**config.mk**
```make
export PLATFORM = sky130hd
export DESIGN_NAME = spi_read_frontend
export DESIGN_NICKNAME = d
export VERILOG_FILES = /design/src/rtl/spi_read_frontend.sv
export SDC_FILE = /design/constraint.sdc
export NUM_CORES = 1
export LEC_CHECK = 0
export BUFFER_PORTS_ARGS = -buffer_cell sky130_fd_sc_hd__buf_2
export CORE_MARGIN = 10
export CORE_UTILIZATION = 25
export DETAILED_ROUTE_END_ITERATION = 8
export GPL_ROUTABILITY_DRIVEN = 0
export PLACE_DENSITY = 0.47
export SYNTH_ARGS = -nofsm -noshare
export SYNTH_HDL_FRONTEND = slang
export SYNTH_SLANG_ARGS = --single-unit
```
**constraint.sdc**
```tcl
create_clock -name clk -period 2.4 [get_ports clk]
set_input_delay 0.24 -clock clk [delete_from_list [all_inputs] [get_ports clk]]
set_output_delay 0.24 -clock clk [all_outputs]
set_load 0.01 [all_outputs]
```
**src/rtl/spi_read_frontend.sv**
```systemverilog
module spi_read_frontend #(
  parameter int AW = 19,
  parameter logic [7:0] MFR_ID  = 8'h8C,
  parameter logic [7:0] TYPE_ID = 8'h20,
  parameter logic [7:0] CAP_ID  = 8'h13,
  parameter logic [7:0] DEV_ID  = 8'h12
) (
  input  logic          clk,
  input  logic          rst_n,
  input  logic          ce_n,
  input  logic          sck,
  input  logic          si,
  output logic          so_o,
  output logic          so_oe,
  output logic          io0_o,
  output logic          io0_oe,
  output logic          mem_re,
  output logic [AW-1:0] mem_addr,
  input  logic [7:0]    mem_rdata
);

  localparam logic [7:0] OP_READ = 8'h03;
  localparam logic [7:0] OP_FAST = 8'h0B;
  localparam logic [7:0] OP_DUAL = 8'h3B;
  localparam logic [7:0] OP_JID  = 8'h9F;
  localparam logic [7:0] OP_RID  = 8'h90;

  typedef enum logic [2:0] {S_OP, S_ADDR, S_DUMMY, S_DATA, S_SKIP} st_t;
  typedef enum logic [1:0] {K_MEM, K_JID, K_RID} kind_t;

  st_t          st;
  kind_t        kind;
  logic         sck_q, fast, dual, fetch, re_q;
  logic [4:0]   cnt;
  logic [23:0]  shin;
  logic [AW-1:0] ptr;
  logic [7:0]   fetched, sh, src;
  logic [1:0]   idx;
  logic [2:0]   bpos;
  logic [7:0]   opc;

  wire rise = sck & ~sck_q;
  wire fall = ~sck & sck_q;
  wire [2:0] last = dual ? 3'd3 : 3'd7;

  assign mem_re   = fetch;
  assign mem_addr = ptr;
  assign opc      = {shin[6:0], si};

  always_comb begin
    case (kind)
      K_JID:   src = (idx == 2'd0) ? MFR_ID : (idx == 2'd1) ? TYPE_ID : CAP_ID;
      K_RID:   src = idx[0] ? DEV_ID : MFR_ID;
      default: src = fetched;
    endcase
  end

  always_ff @(posedge clk) begin
    if (!rst_n) begin
      st <= S_OP; kind <= K_MEM; sck_q <= 1'b0; fast <= 1'b0; dual <= 1'b0;
      fetch <= 1'b0; re_q <= 1'b0; cnt <= '0; shin <= '0; ptr <= '0;
      fetched <= '0; sh <= '0; idx <= '0; bpos <= '0;
      so_o <= 1'b0; so_oe <= 1'b0; io0_o <= 1'b0; io0_oe <= 1'b0;
    end else begin
      sck_q <= sck;
      re_q  <= fetch;
      fetch <= 1'b0;
      if (re_q) fetched <= mem_rdata;
      if (ce_n) begin
        st <= S_OP; cnt <= '0; bpos <= '0;
        so_oe <= 1'b0; io0_oe <= 1'b0;
      end else begin
        case (st)
          S_OP: if (rise) begin
            shin <= {shin[22:0], si};
            cnt  <= cnt + 5'd1;
            if (cnt == 5'd7) begin
              cnt <= '0; fast <= 1'b0; dual <= 1'b0; kind <= K_MEM;
              case (opc)
                OP_READ: st <= S_ADDR;
                OP_FAST: begin st <= S_ADDR; fast <= 1'b1; end
                OP_DUAL: begin st <= S_ADDR; fast <= 1'b1; dual <= 1'b1; end
                OP_JID:  begin st <= S_DATA; kind <= K_JID; idx <= 2'd0; end
                OP_RID:  begin st <= S_ADDR; kind <= K_RID; end
                default: st <= S_SKIP;
              endcase
            end
          end
          S_ADDR: if (rise) begin
            shin <= {shin[22:0], si};
            cnt  <= cnt + 5'd1;
            if (cnt == 5'd23) begin
              cnt   <= '0;
              ptr   <= {shin[AW-2:0], si};
              idx   <= {1'b0, si};
              fetch <= (kind == K_MEM);
              st    <= fast ? S_DUMMY : S_DATA;
            end
          end
          S_DUMMY: if (rise) begin
            cnt <= cnt + 5'd1;
            if (cnt == 5'd7) begin
              cnt <= '0;
              st  <= S_DATA;
            end
          end
          S_DATA: if (fall) begin
            so_oe  <= 1'b1;
            io0_oe <= dual;
            if (bpos == 3'd0) begin
              so_o  <= src[7];
              io0_o <= dual ? src[6] : io0_o;
              sh    <= dual ? {src[5:0], 2'b00} : {src[6:0], 1'b0};
              bpos  <= 3'd1;
              case (kind)
                K_MEM: begin ptr <= ptr + 1'b1; fetch <= 1'b1; end
                K_JID: idx <= (idx == 2'd2) ? 2'd0 : idx + 2'd1;
                default: idx[0] <= ~idx[0];
              endcase
            end else begin
              so_o  <= sh[7];
              io0_o <= dual ? sh[6] : io0_o;
              sh    <= dual ? {sh[5:0], 2'b00} : {sh[6:0], 1'b0};
              bpos  <= (bpos == last) ? 3'd0 : bpos + 3'd1;
            end
          end
          default: ;
        endcase
      end
    end
  end

endmodule


```
* Yosys cells after proc, flatten, opt, wreduce, memory -nomap -nowiden
Index checks and enable logic that the tools add are counted.
** Storage, ports and cells
- Bits in registers :: 77
** Operators by class
- Equality and inequality tests :: 28
- Muxes and demuxes :: 54
- Reductions and logical operators :: 23
- Bitwise gates (word level) :: 7
- Add/sub/neg operators :: 4
** Operators with widths (number)
- two-way mux 19 bit :: 5
- two-way mux 8 bit :: 5
- case mux 19 bit (2 select lines) :: 1
- two-way mux 3 bit :: 9
- != test 2 bit, second input constant :: 11
- two-way mux 5 bit :: 4
- AND reduction 10 bit :: 2
- adder 19 x 1 -> 19 bit, second input constant :: 1
- equality test 8 bit, second input constant :: 2
- two-way mux 2 bit :: 8
- case mux 8 bit (2 select lines) :: 1
- AND reduction 7 bit :: 2
- two-way mux 1 bit :: 13
- case mux 5 bit (2 select lines) :: 1
- case mux 3 bit (3 select lines) :: 1
- AND reduction 3 bit :: 3
- equality test 8 x 2 -> 1 bit, second input constant :: 1
- equality test 8 x 4 -> 1 bit, second input constant :: 1
- equality test 8 x 6 -> 1 bit, second input constant :: 1
- AND reduction 4 bit :: 2
- OR reduction 2 bit :: 4
- equality test 3 x 2 -> 1 bit, second input constant :: 2
- zero test 3 bit :: 2
- two-way mux 6 bit :: 1
- other kinds (21) :: 33

* Longest topological paths before layout
- Depth after elaboration :: 6
- Depth in mapped cells :: 8
- Gate-level depth less buffers :: 7

* Worst setup path before layout
OpenSTA, ideal clock, no wires.
- Kind :: reg-to-reg
- Start :: reg cnt[0]
- End :: reg ptr[15] (netlist: mem_addr[15])
- Arrival :: 1.917 ns
- Cell stages (with the launch flop) :: 8
- Path slack :: 0.351 ns
- Setup time :: 0.132 ns
- Cell sequence :: dfxtp_1 ha_1 nand3b_4 or4_4 a211o_1 buf_2 a211oi_1 nor3_1
** Between the ends
- Longest elaborated chain between the ends :: 3
** RTL lines
- from (decl) :: line 34 : logic [4:0] cnt;
- from (signal assigned) :: line 76 : cnt <= cnt + 5'd1;
- from (signal assigned) :: line 91 : cnt <= cnt + 5'd1;
- from (signal assigned) :: line 101 : cnt <= cnt + 5'd1;
- equality test 5 bit :: line 92 : if (cnt == 5'd23) begin
- != test 2 bit (no source line)
- AND reduction 7 bit (no source line)
- to (signal assigned) :: line 94 : ptr <= {shin[AW-2:0], si};
- to (decl) :: line 36 : logic [AW-1:0] ptr;
Every way passes these cells.
A chain may end at the register's enable or synchronous reset.

* Final worst setup path
- Start :: reg cnt[0]
- End :: reg ptr[13] (netlist: mem_addr[13])
The elaborated chain is that of the path after synthesis.

==> impl_results.md <==
- ANT cells: 0
- Number of synthesized flops with an enable pin: 0
- Fillcell total: 1618
- Sequential power share: 43.1%
- Via count: 3672
- Async set-reset flop share out of synthesis: 0%
- Worst Hold End: fetched[2]
- Worst hold start: mem_rdata[2]
- Die X: 145 um
- Reg2reg setup slack: 130 ps
- Final core utilization: 31.0%
- Yosys warning total: 0
- Layout cells sized above 1: 17.0%
- Mux cell area share after synthesis: 4.41%
- Largest net degree at the start of global routing: 42
- Final net count: 550
- Setup violators final: 0
- Worst-Margin Slew: 586 ps
- Die H: 145 um
- CTS Buf Count: 9
- GR peak layer: met2
- Final cell count without fillers: 723
- Primary FF master, synth: dfxtp_1
- Peak supply drop: 0.330 mV
- Initial DRT Pass Iterations: 4
- Final wirelength: 10900 um
- Starting Density: 25.5%
- Reg2Reg Depth: 6
- Die ar.: 20900 um^2
- Clock power frac: 54.1%
- Final Cycle Share: 94.6%
- Fraction of synthesized cell area in xor and xnor cells: 1.35%
- Met1 Track Usage GR: 14.6%
- Fin Setup TNS: 0 ps
- Setup Crit Path Kind: register to register
- Vias per std cell: 5.08
- Final hold viol count: 0
- GR Overflow Total: 0
- Number of global-route vias before repair: 3381
- Simple-Gate Fraction of Synth Area: 24.6%
- PwrDens: 624 nW/um^2
- IO Pins: 37
- Post-route ant nets: 0
- Internal power: 2.33 mW
- Worst Path Max Fanout: 12
- Root Buffer: clkbuf_16
- First-pass GRT wire length: 17700 um
- Inst Count DP: 707
- NetSw: 607 uW
- Syn Inst Count: 492
- Leak pwr: 1.75 nW
- Syn Area/Cell: 7.89 um^2
- Pins Over Slew Limit: 0
- Clock Skew: 11.0 ps
- Initial antenna violation count: 0
- CP endpoint kind: register
- F_max: 440 MHz
- Worst-path clk slew: 60 ps
- P&R area growth vs syn: 21.5%
- Min Tclk post-route: 2270 ps
- CTS Sinks: 76
- Syn Nets: 512
- Switch share: 20.6%
- Clk_lat worst skew: 340 ps
- RSZ-0062 raised after global routing: no
- Comb pwr share: 2.8%
- DRC viols: 0
- DR WL/cell: 15.1 um
- Synth Area in Compound Gates: 24.2%
- DP Wirelength: 7800 um
- CP Data Arrival Time: 2510 ps
- All-Layer GR Usage: 10.6%
- Outcome: finished, final reports clean
- Flop and latch count out of synthesis: 76
- Sequential fraction of the synthesis area: 39.2%
- FF+latch area: 1520 um^2
- Met3 Use GR: 2.03%
- IO Port Bufs: 36
- Iter 0 DRT Violations: 259
- Req. time, crit path: 2630 ps
- Clock Tree Buf Depth: 2
- Area of the multi-input gates: 2210 um^2
- Synthesized-area fraction occupied by adder cells: 2.26%
- Core Region: 15200 um^2
- Max-Cap Viols: 0
- Routing usage on met2: 15.7%
- CTS tree: done
- Slew HR: 60.9%
- CP startpoint kind: register
- Reg-to-Reg Start: cnt[0]
- Mapped Area: 3880 um^2
- Htree depth: 3
- Combinational family with the most area after synthesis: simple AND/OR/NAND/NOR gates
- Rows: 45
- Hold WC Path Type: input port to register
- Worst Hold Depth: 3
- RR Endpoint: mem_addr[13]
- Synth unique cells: 63
==> sequential cells by signal, summed over array words and instances, names as in the netlist, 2 cells and up <==
name	cells
bpos	3
fetched	8
sh	7
idx	2
kind	2
cnt	5
st	3
shin	18
mem_addr	19
==> cell families after synthesis <==
family | after synthesis
XOR/XNOR | 6
multiplexers | 17
AO/OA/AOI/OAI | 143
flip-flops | 76
AND/OR/NAND/NOR | 203
adder cells (fa/ha/maj) | 7
buffers and inverters | 40
==> through the flow <==
step / setup slack [ps] / area, um^2 / hold WS (ps) / power, mW
global placement: 117 / 4370 / 446 / 1.38
floorplan: 351 / 3880 / 362 / 1.34
detailed placement: 87.8 / 4370 / 453 / 1.38
finish: 129 / 4720 / 138 / 2.94
CTS: 75.9 / 4720 / 128 / 2.99
global route: 6.29 / 4720 / 136 / 3.04
==> what timing repair did <==
| item | in CTS | in global routing |
|---|---|---|
| setup endpoints to repair | 0 | 5 |
| endpoints found under the hold margin | 0 | 0 |
| buffers inserted | 0 | 0 |
| resized for setup | 0 | 1 |
| hold buffers | 0 | 0 |
==> power groups by stage <==
stage,combinational (mW),sequential (mW),clock (mW)
2_1_floorplan,0.0473,1.29,0
3_3_place_gp,0.0811,1.30,0
3_5_place_dp,0.0819,1.30,0
4_1_cts,0.0822,1.27,1.64
5_1_grt,0.0899,1.27,1.68
6_report,0.0812,1.27,1.59
==> synth_stat cells, drive strengths merged, types with 2 or more instances <==
cell type,instances,share of area (%)
dfxtp,76,39
nand2,71,6.9
nor2,60,5.8
a21oi,59,7.6
clkbuf,22,2.1
o21ai,22,2.8
mux2i,16,4.1
nand3,14,1.8
nor3,11,1.4
a31oi,9,1.4
buf,9,1.1
inv,9,0.87
a211oi,7,1.7
ha,7,2.3
nor4,7,1.1
nand2b,6,0.97
nor2b,6,0.97
o31ai,6,1.2
and2,5,0.81
nand3b,5,1.3
a311oi,4,0.90
a32o,4,1.0
nand4,4,0.64
o221a,4,1.2
a31o,3,0.68
a41oi,3,0.68
and3,3,0.48
xnor2,3,0.68
xor2,3,0.68
a22o,2,0.45
o211ai,2,0.39
o21a,2,0.39
o32ai,2,0.45
o41ai,2,0.45
or3,2,0.32
or4,2,0.48
==> critical path, stage by stage (launching register included) <==
cell and delay (ps):
dfxtp_1 370, ha_1 250, nand3b_4 120, or4_4 520, a211o_2 420, buf_4 210
o221a_2 280
==> placed cells by master, fill, tap and decap left out, drive strengths merged, types with 4 or more instances in the layout <==
cell / Yosys / layout
a32o: 4 / 4
inv: 9 / 9
a311oi: 4 / 4
clkbuf: 22 / 10
and2: 5 / 5
ha: 7 / 7
o21ai: 22 / 22
nand4: 4 / 4
nand2: 71 / 71
dfxtp: 76 / 76
nor2: 60 / 60
nand2b: 6 / 6
buf: 9 / 58
nand3: 14 / 14
a31oi: 9 / 9
nor2b: 6 / 6
a211oi: 7 / 7
mux2i: 16 / 16
nor3: 11 / 11
nand3b: 5 / 5
a21oi: 59 / 59
o221a: 4 / 4
o31ai: 6 / 6
nor4: 7 / 7
==> metal layers <==
layer | wire [um] | part of all wire, %
met3 | 447 | 4.1
met4 | 82 | 0.75
met2 | 4850 | 45
met1 | 5510 | 51
met5 | 0 | 0
==> area by class of cell <==
cell class / instances / area share [%]
multi-input cells: 376 / 46.8
flip-flops and latches: 76 / 32.3
repair buffers: 58 / 7.85
clock buffers: 10 / 5.07
well taps: 188 / 4.99
clock inverters: 6 / 2.36
inverters: 9 / 0.716
==> how the worst max path moves through the flow <==
stage                     cells past startpoint  slack, ps    from           end
after global routing                          7          6  cnt[0]   mem_addr[6]
final                                         6        130  cnt[0]  mem_addr[13]
after CTS                                     6         80  cnt[0]  mem_addr[13]
after floorplan                               7        350  cnt[0]  mem_addr[15]
after global placement                        6        120  cnt[0]  mem_addr[13]
after detailed placement                      6         90  cnt[0]  mem_addr[13]
(Power assumes the default switching activity.)
